==> src/rtl/rst_seq_pkg.sv <==
package rst_seq_pkg;

    typedef enum logic [2:0] {
        ST_POR_WAIT  = 3'd0,
        ST_BOR_HOLD  = 3'd1,
        ST_PWRT_RUN  = 3'd2,
        ST_OST_RUN   = 3'd3,
        ST_WAIT_MCLR = 3'd4,
        ST_RUN       = 3'd5
    } seq_state_e;

    typedef struct packed {
        logic por;
        logic bor;
        logic ext;
    } rst_cause_t;

    localparam rst_cause_t CAUSE_NONE = '{por: 1'b0, bor: 1'b0, ext: 1'b0};
    localparam rst_cause_t CAUSE_POR  = '{por: 1'b1, bor: 1'b0, ext: 1'b0};
    localparam rst_cause_t CAUSE_BOR  = '{por: 1'b0, bor: 1'b1, ext: 1'b0};
    localparam rst_cause_t CAUSE_EXT  = '{por: 1'b0, bor: 1'b0, ext: 1'b1};

    function automatic int cnt_width(input int limit);
        return (limit < 1) ? 1 : $clog2(limit + 1);
    endfunction

    // States in which a filtered supply dip is honoured
    function automatic logic dip_watched(input seq_state_e st);
        return (st == ST_OST_RUN) || (st == ST_WAIT_MCLR) || (st == ST_RUN);
    endfunction

endpackage

==> src/rtl/rs_sync2.sv <==
module rs_sync2 #(
    parameter logic RST_VAL = 1'b0
) (
    input  logic clk,
    input  logic rst,
    input  logic d_i,
    output logic q_o
);
    logic stage1_q;
    logic stage2_q;

    always_ff @(posedge clk) begin
        if (rst) begin
            stage1_q <= RST_VAL;
            stage2_q <= RST_VAL;
        end else begin
            stage1_q <= d_i;
            stage2_q <= stage1_q;
        end
    end

    assign q_o = stage2_q;
endmodule

==> src/rtl/rs_tick_timer.sv <==
module rs_tick_timer
    import rst_seq_pkg::*;
#(
    parameter int LEN = 72
) (
    input  logic clk,
    input  logic rst,
    input  logic run_i,
    input  logic tick_i,
    output logic done_o
);
    localparam int CW = cnt_width(LEN);
    localparam logic [CW-1:0] LAST = CW'(LEN - 1);

    logic [CW-1:0] cnt_q;

    always_ff @(posedge clk) begin
        if (rst || !run_i) begin
            cnt_q <= '0;
        end else if (tick_i) begin
            cnt_q <= (cnt_q == LAST) ? '0 : cnt_q + 1'b1;
        end
    end

    assign done_o = run_i && tick_i && (cnt_q == LAST);

    p_cnt_range_r2: assert property (@(posedge clk) disable iff (rst)
        cnt_q < CW'(LEN));
    p_idle_clear_r8: assert property (@(posedge clk) disable iff (rst)
        !run_i |=> (cnt_q == '0));
endmodule

==> src/rtl/rs_dip_filter.sv <==
module rs_dip_filter
    import rst_seq_pkg::*;
#(
    parameter int LEN = 4
) (
    input  logic clk,
    input  logic rst,
    input  logic arm_i,
    input  logic low_i,
    input  logic tick_i,
    output logic trip_o
);
    localparam int CW = cnt_width(LEN);
    localparam logic [CW-1:0] FULL = CW'(LEN);

    logic [CW-1:0] cnt_q;

    always_ff @(posedge clk) begin
        if (rst || !arm_i || !low_i) begin
            cnt_q <= '0;
        end else if (tick_i && (cnt_q != FULL)) begin
            cnt_q <= cnt_q + 1'b1;
        end
    end

    assign trip_o = (cnt_q == FULL);

    p_trip_needs_low_r5: assert property (@(posedge clk) disable iff (rst)
        trip_o |-> $past(arm_i && low_i));
endmodule

==> src/rtl/rst_seq_top.sv <==
module rst_seq_top
    import rst_seq_pkg::*;
#(
    parameter int PWRT_TICKS     = 72,
    parameter int BOR_FILT_TICKS = 4,
    parameter int OST_TICKS      = 1024,
    parameter bit OST_BYPASS     = 1'b0
) (
    input  logic       clk,
    input  logic       rst,
    input  logic       por_pulse_i,
    input  logic       supply_ok_i,
    input  logic       ext_rst_n_i,
    input  logic       cfg_pwrt_en_i,
    input  logic       cfg_bor_en_i,
    input  logic [1:0] cfg_trip_sel_i,
    input  logic       slow_tick_i,
    input  logic       osc_tick_i,
    output logic       core_rst_o,
    output logic [1:0] trip_sel_o,
    output logic       stat_por_o,
    output logic       stat_bor_o,
    output logic       stat_ext_o
);
    seq_state_e state_q, state_d;
    rst_cause_t cause_q, cause_d;

    logic pin_ok;
    logic pwrt_done;
    logic ost_done;
    logic dip_trip;
    logic supply_low;

    assign supply_low = cfg_bor_en_i && !supply_ok_i;

    rs_sync2 #(.RST_VAL(1'b0)) u_pin_sync (
        .clk (clk),
        .rst (rst),
        .d_i (ext_rst_n_i),
        .q_o (pin_ok)
    );

    rs_tick_timer #(.LEN(PWRT_TICKS)) u_pwrt (
        .clk    (clk),
        .rst    (rst),
        .run_i  (state_q == ST_PWRT_RUN),
        .tick_i (slow_tick_i),
        .done_o (pwrt_done)
    );

    generate
        if (OST_BYPASS) begin : g_no_ost
            logic unused_osc_tick;
            assign unused_osc_tick = osc_tick_i;
            assign ost_done = 1'b0;
        end else begin : g_ost
            rs_tick_timer #(.LEN(OST_TICKS)) u_ost (
                .clk    (clk),
                .rst    (rst),
                .run_i  (state_q == ST_OST_RUN),
                .tick_i (osc_tick_i),
                .done_o (ost_done)
            );
        end
    endgenerate

    rs_dip_filter #(.LEN(BOR_FILT_TICKS)) u_dip (
        .clk    (clk),
        .rst    (rst),
        .arm_i  (cfg_bor_en_i && dip_watched(state_q)),
        .low_i  (!supply_ok_i),
        .tick_i (slow_tick_i),
        .trip_o (dip_trip)
    );

    function automatic seq_state_e after_ost(input logic pin_high);
        return pin_high ? ST_RUN : ST_WAIT_MCLR;
    endfunction

    function automatic seq_state_e after_pwrt(input logic pin_high);
        return OST_BYPASS ? after_ost(pin_high) : ST_OST_RUN;
    endfunction

    always_comb begin
        state_d = state_q;
        cause_d = cause_q;
        if (por_pulse_i) begin
            cause_d = CAUSE_POR;
            state_d = cfg_pwrt_en_i ? ST_PWRT_RUN : after_pwrt(pin_ok);
        end else begin
            unique case (state_q)
                ST_POR_WAIT: state_d = ST_POR_WAIT;
                ST_BOR_HOLD: begin
                    if (!supply_low) state_d = ST_PWRT_RUN;
                end
                ST_PWRT_RUN: begin
                    if (supply_low) begin
                        state_d = ST_BOR_HOLD;
                        cause_d = CAUSE_BOR;
                    end else if (pwrt_done) begin
                        state_d = after_pwrt(pin_ok);
                    end
                end
                ST_OST_RUN: begin
                    if (dip_trip) begin
                        state_d = ST_BOR_HOLD;
                        cause_d = CAUSE_BOR;
                    end else if (ost_done) begin
                        state_d = after_ost(pin_ok);
                    end
                end
                ST_WAIT_MCLR: begin
                    if (dip_trip) begin
                        state_d = ST_BOR_HOLD;
                        cause_d = CAUSE_BOR;
                    end else if (pin_ok) begin
                        state_d = ST_RUN;
                    end
                end
                ST_RUN: begin
                    if (dip_trip) begin
                        state_d = ST_BOR_HOLD;
                        cause_d = CAUSE_BOR;
                    end else if (!pin_ok) begin
                        state_d = ST_WAIT_MCLR;
                        cause_d = CAUSE_EXT;
                    end
                end
                default: state_d = ST_POR_WAIT;
            endcase
        end
    end

    always_ff @(posedge clk) begin
        if (rst) begin
            state_q <= ST_POR_WAIT;
            cause_q <= CAUSE_NONE;
        end else begin
            state_q <= state_d;
            cause_q <= cause_d;
        end
    end

    assign core_rst_o = (state_q != ST_RUN);
    assign trip_sel_o = cfg_trip_sel_i;
    assign stat_por_o = cause_q.por;
    assign stat_bor_o = cause_q.bor;
    assign stat_ext_o = cause_q.ext;

    p_por_flags_r11: assert property (@(posedge clk) disable iff (rst)
        por_pulse_i |=> (stat_por_o && !stat_bor_o && !stat_ext_o));
    p_flags_onehot_r11: assert property (@(posedge clk) disable iff (rst)
        $onehot0({stat_por_o, stat_bor_o, stat_ext_o}));
    p_release_pin_r9: assert property (@(posedge clk) disable iff (rst)
        !core_rst_o |-> $past(pin_ok));
    p_pwrt_dip_r8: assert property (@(posedge clk) disable iff (rst)
        (state_q == ST_PWRT_RUN && !por_pulse_i && supply_low)
        |=> (state_q == ST_BOR_HOLD));
    p_hold_low_r7: assert property (@(posedge clk) disable iff (rst)
        (state_q == ST_BOR_HOLD && !por_pulse_i && supply_low) |=> core_rst_o);
endmodule

==> config.mk <==
export PLATFORM = sky130hd
export DESIGN_NAME = rst_seq_top
export DESIGN_NICKNAME = d
export VERILOG_FILES = /design/src/rtl/rst_seq_pkg.sv /design/src/rtl/rs_sync2.sv /design/src/rtl/rs_tick_timer.sv /design/src/rtl/rs_dip_filter.sv /design/src/rtl/rst_seq_top.sv
export SDC_FILE = /design/constraint.sdc
export NUM_CORES = 1
export LEC_CHECK = 0
export CORE_ASPECT_RATIO = 1.2
export CORE_MARGIN = 5
export CORE_UTILIZATION = 59
export CTS_CLUSTER_SIZE = 28
export DETAILED_ROUTE_END_ITERATION = 12
export PLACE_DENSITY = 0.83
export SLEW_MARGIN = 20
export SYNTH_ARGS = -nofsm -noshare
export SYNTH_HDL_FRONTEND = slang
export SYNTH_SLANG_ARGS = --single-unit
==> constraint.sdc <==
create_clock -name clk -period 4.5 [get_ports clk]
set_clock_uncertainty 0.15 [all_clocks]
set_input_delay 0.9 -clock clk [delete_from_list [all_inputs] [get_ports clk]]
set_output_delay 0.9 -clock clk [all_outputs]
set_load 0.02 [all_outputs]
### After elaboration in Yosys (flattened, before gate mapping)

Index checks and enable logic that the tools add are counted.

| cells by class | value |
|---|---|
| add/sub/neg operators | 3 |
| eq/ne operators | 20 |
| muxes and demuxes | 21 |
| reductions and logical operators | 24 |

Operators by type and width:

| operator | count |
|---|---|
| $mux 3 | 15 |
| $ne 3x3->1 const B | 5 |
| $pmux 3 s5 | 1 |
| $ne 4x4->1 const B | 3 |
| $add 11x1->11 const B | 1 |
| $eq 11x10->1 const B | 1 |
| $mux 11 | 1 |
| $eq 3x3->1 const B | 3 |
| $pmux 3 s3 | 1 |
| $reduce_and 4->1 | 2 |
| $add 7x1->7 const B | 1 |
| $eq 7x7->1 const B | 1 |
| $logic_and 1x1->1 | 7 |
| $mux 7 | 1 |
| $eq 3x2->1 const B | 2 |
| $logic_or 1x1->1 | 6 |
| $reduce_and 5->1 | 1 |
| $logic_not 1->1 | 4 |
| $ne 4x3->1 const B | 1 |
| $reduce_bool 4->1 | 1 |
| $reduce_or 2->1 | 2 |
| $add 3x1->3 const B | 1 |
| $eq 3x1->1 const B | 1 |
| $ne 3x1->1 const B | 1 |
| other kinds (4) | 5 |

| storage, ports and cells | value |
|---|---|
| bits in registers | 29 |
| input bits | 11 |
| output and inout port bits | 6 |
| logic and storage cells | 77 |

### Depth between registers and ports, before layout

| depth | value |
|---|---|
| word-level depth | 7 |
| mapped depth | 7 |
| mapped depth without buffers | 7 |

### Hierarchy

Synthesis repeated with hierarchy kept, for this count alone.

| unflattened totals | value |
|---|---|
| cells, all modules | 171 |
| area, all modules | 1559.0 µm² |

Modules (own cells, without submodules):

| module | instances | cells an instance | area each (µm²) | sequential area each (µm²) |
|---|---|---|---|---|
| rs_tick_timer (g_ost.u_ost) | 1 | 53 | 516.7 | 220.2 |
| rst_seq_top | 1 | 57 | 427.9 | 120.1 |
| rs_tick_timer (u_pwrt) | 1 | 38 | 360.3 | 140.1 |
| rs_dip_filter | 1 | 19 | 201.4 | 60.1 |
| rs_sync2 | 1 | 4 | 52.6 | 40.0 |

### Worst setup path before layout

Ideal clock, no wire load.

| timing | value |
|---|---|
| path type | in2reg |
| start | in slow_tick_i |
| end | reg state_q[1] |
| setup time | 0.123 ns |
| data arrival time | 1.951 ns |
| required time | 4.227 ns |
| slack | 2.276 ns |
| stages | 6 |
| path buffers | 1 |
| path through | buf_2 -> and3_4 -> a2111o_1 -> a31oi_1 -> o21bai_2 -> a211oi_2 |

| on the way | value |
|---|---|
| word-level cells in the longest chain between the ends | 4 |

RTL lines:

| element | line | text |
|---|---|---|
| start: declaration | rst_seq_top.sv:17 | `input logic slow_tick_i,` |
| $logic_and 1x1->1 (2 in series) | rs_tick_timer.sv:25 | `assign done_o = run_i && tick_i && (cnt_q == LAST);` |
| $ne 4x4->1 (no source line) | n/a |  |
| $reduce_and 5->1 (no source line) | n/a |  |
| end signal: assignment | rst_seq_top.sv:139 | `state_q <= state_d;` |
| end: declaration | rst_seq_top.sv:25 | `seq_state_e state_q, state_d;` |

Every way passes these cells.
A chain may end at the register's enable or synchronous reset.

### Final worst setup path

| timing | value |
|---|---|
| start | reg state_q[2] |
| end | out core_rst_o |

| on the way | value |
|---|---|
| word-level cells in the longest chain between the ends | 1 |

RTL lines:

| element | line | text |
|---|---|---|
| $ne 3x3->1 | rst_seq_top.sv:144 | `assign core_rst_o = (state_q != ST_RUN);` |
| end: declaration | rst_seq_top.sv:19 | `output logic core_rst_o,` |

Every way passes these cells.

==> flow_summary.json <==
{
  "drtPass1Iterations": 4,
  "combPwrFrac_pct": 10.3,
  "cp.depth": 3,
  "clock.fmax_mhz": 365,
  "synth_cell_types": 45,
  "clockPowerShare_pct": 36.3,
  "cpMaxStageDelayCell": "clkdlybuf4s50_1",
  "switchingPower_uw": 126,
  "fin_cells": 214,
  "cts_buffers": 5,
  "cts_tree": "done",
  "die_h_um": 65.7,
  "boundaryPins": 17,
  "worst_pin_slew_ns": 0.575,
  "startpoint": "state_q[2]",
  "min_path_cells": 1,
  "outcome": "complete, no violations",
  "dieWidth_um": 56.5,
  "cp.required_ns": 3.45,
  "htreeDepth": 2,
  "post_drt_wl_per_cell_um": 13.0,
  "num_rows": 20,
  "cp-end-kind": "output port",
  "crit_end": "core_rst_o",
  "cts_hold_buf": 0,
  "pwr-share-seq_pct": 53.4,
  "clkTransAtPathRegs_ns": 0.08,
  "dieArea_sq_um": 3710,
  "drive_gt1_share_pct": 13.3,
  "synth_edf_count": 0,
  "clockBufferDepth": 2,
  "cts_resized": 0,
  "hold_path_class": "register to register",
  "r2r_slack_ns": 2.50,
  "dp_cells": 206,
  "io_buffers": 12,
  "viasPerCell": 5.58,
  "reg2regPathDepth": 7,
  "regToRegEndpoint": "stat_ext_o",
  "gp_congestion": 0.846,
  "vias": 1195,
  "initial_core_util_pct": 61.0,
  "synth_fp_nets": 184,
  "post_cts_buffers": 0,
  "grt_overflow_total": 0,
  "cp.arrival_ns": 1.69,
  "leakagePower_nw": 0.614,
  "antenna_found_initial": 0,
  "maxCapViolations": 0,
  "cts_sinks": 29,
  "coreArea_sq_um": 2500,
  "grt_pass1_vias": 1150,
  "drt_wl_total_um": 2780,
  "ant_nets": 0,
  "grt_pass1_wl_um": 4890,
  "synth_warnings": 0,
  "worstPathMaxFanout": 7,
  "p_total_uw": 503,
  "grt_start_max_net_pins": 16,
  "final_nets": 195,
  "drt_iter0_markers": 41,
  "critical_path_buf_inv_count": 1,
  "crit_chain": "nor2b_1, nand2_1, clkdlybuf4s50_1",
  "relSlewSlack_pct": 61.5,
  "dp.final_hpwl_um": 2030,
  "synth_area_sq_um": 1530,
  "setup_tns_ns": 0,
  "setup_viol": 0,
  "p_sw_share_pct": 25.1,
  "async_flop_share_pct": 0,
  "post-route-drc-count": 0,
  "finalMaxSlewViolations": 0,
  "antenna_cells": 0,
  "synthFlopType": "dfxtp_1",
  "worst_setup_path_start_kind": "register",
  "vdd_drop_max_v": 0.000251,
  "cp_top_family": "buffers and inverters",
  "synth_top_area_share_pct": 38.0,
  "cts-root-buf": "clkbuf_4",
  "finalHoldViolCount": 0,
  "p_per_area_nw_per_um2": 298,
  "timing.final.crit_period_ns": 2.74,
  "syn_area_per_cell_sq_um": 9.04,
  "cpPeakStageDelay_ns": 0.55,
  "synth_largest_area_cell": "dfxtp_1",
  "synthCells": 169,
  "p_int_uw": 377,
  "hold_ws_ns": 0.293,
  "timing.rr.start": "u_dip.cnt_q[0]",
  "min_period_over_period_pct": 60.8,
  "grt_setup_unrepaired": "no",
  "path_class": "register to output port",
  "synth.yosys.seq_area_share_pct": 38.0,
  "synth.ff_latch_count": 29,
  "clk_latency_ns": 0.34,
  "grt_util_all_layers_pct": 16.9,
  "synth_area_leaders": "dfxtp_1, xor2_1, nor2_1",
  "syn_to_final_growth_pct": 10.6
}
[power groups by stage]
stage | sequential [mW] | clock (mW) | combinational [mW]
final | 0.269 | 0.183 | 0.0518
after detailed placement | 0.275 | 0 | 0.0514
after floorplan | 0.272 | 0 | 0.0442
after global routing | 0.270 | 0.201 | 0.0575
after global placement | 0.274 | 0 | 0.0498
after CTS | 0.269 | 0.187 | 0.0519
[sequential cells by signal, summed over array words and instances, names as in the netlist, 3 cells and up]
| signal | count |
|---|---|
| g_ost.u_ost.cnt_q | 11 |
| u_dip.cnt_q | 3 |
| state_q | 3 |
| u_pwrt.cnt_q | 7 |
[layout by cell type (no fill, tap or decap), types with 2 or more instances in the layout]
| cell type | n |
|---|---|
| clkbuf_8 | 2 |
| ha_1 | 4 |
| and2_1 | 3 |
| xnor2_1 | 4 |
| xor2_1 | 11 |
| mux2i_1 | 3 |
| a31oi_1 | 3 |
| nand2b_1 | 3 |
| clkbuf_4 | 5 |
| nor2_1 | 20 |
| clkdlybuf4s50_1 | 12 |
| nand4_1 | 4 |
| o21ai_0 | 4 |
| and3_4 | 2 |
| inv_1 | 4 |
| nor3_1 | 6 |
| nand3_1 | 7 |
| dfxtp_1 | 29 |
| nand2_1 | 15 |
| nor2b_1 | 6 |
| and2b_2 | 2 |
| or3_1 | 2 |
| a21oi_1 | 7 |
[worst reg2reg max path, cell delays in order (launching register included)]
cell and delay [ns]:
dfxtp_1 0.34, inv_1 0.07, ha_1 0.22, nand2_1 0.23, o22ai_1 0.13, a21oi_1 0.31
mux2_1 0.35, nor3_1 0.11
[how the worst min path moves through the flow]
stage	start	endpoint	slack (ns)
floorplan	g_ost.u_ost.cnt_q[10]	g_ost.u_ost.cnt_q[10]	0.26
global placement	g_ost.u_ost.cnt_q[10]	g_ost.u_ost.cnt_q[10]	0.27
detailed placement	u_pin_sync.stage1_q	u_pin_sync.q_o	0.28
finish	u_pin_sync.stage1_q	u_pin_sync.q_o	0.29
global route	g_ost.u_ost.cnt_q[10]	g_ost.u_ost.cnt_q[10]	0.31
CTS	u_pin_sync.stage1_q	u_pin_sync.q_o	0.30
[per-stage QoR]
step           instance area (sq um)  setup WS, ns  util, %
3_5_place_dp                    1620          1.70     64.7
3_3_place_gp                    1620          1.74     64.7
5_1_grt                         1690          1.63     67.5
4_1_cts                         1690          1.75     67.5
2_1_floorplan                   1530          2.28        -
6_report                        1690          1.76     67.5
[Yosys cell counts (2+ instances only)]
master,instances
and3_4,2
dfxtp_1,29
and2b_2,2
buf_6,4
buf_2,2
xor2_1,11
nor2b_1,6
a31oi_1,3
a21oi_1,7
ha_1,4
o21ai_0,4
nor2_1,20
nand4_1,4
nand3_1,7
or3_1,2
and2_1,3
nand2b_1,3
nand2_1,15
xnor2_1,4
buf_4,2
nor3_1,6
mux2i_1,3
inv_1,4
[kinds of logic after synthesis]
logic type	Yosys count	share of synthesized area, %
AO/OA/AOI/OAI	25	13.4
XOR/XNOR	15	8.60
adder cells (fa/ha/maj)	4	3.28
buffers and inverters	12	5.57
flip-flops	29	38.0
multiplexers	4	2.70
AND/OR/NAND/NOR	80	28.5
[metal layers]
metal | track usage, % | vias up | part of all wire [%]
met4 | 8.90 | 0 | 2.2
met2 | 28.2 | 20 | 50
met3 | 6.29 | 5 | 4.8
li1 | - | 605 | -
met1 | 18.7 | 565 | 43
met5 | 0 | - | 0
[final cells by class]
class / count / area (sq um)
Timing Repair Buffer: 12 / 120
Fill cell: 197 / 813
Inverter: 4 / 15.0
Clock buffer: 7 / 65.1
Multi-Input combinational cell: 128 / 862
Clock inverter: 1 / 5.00
Tap cell: 33 / 41.3
Sequential cell: 29 / 581
Power figures use the tool's default switching activity.
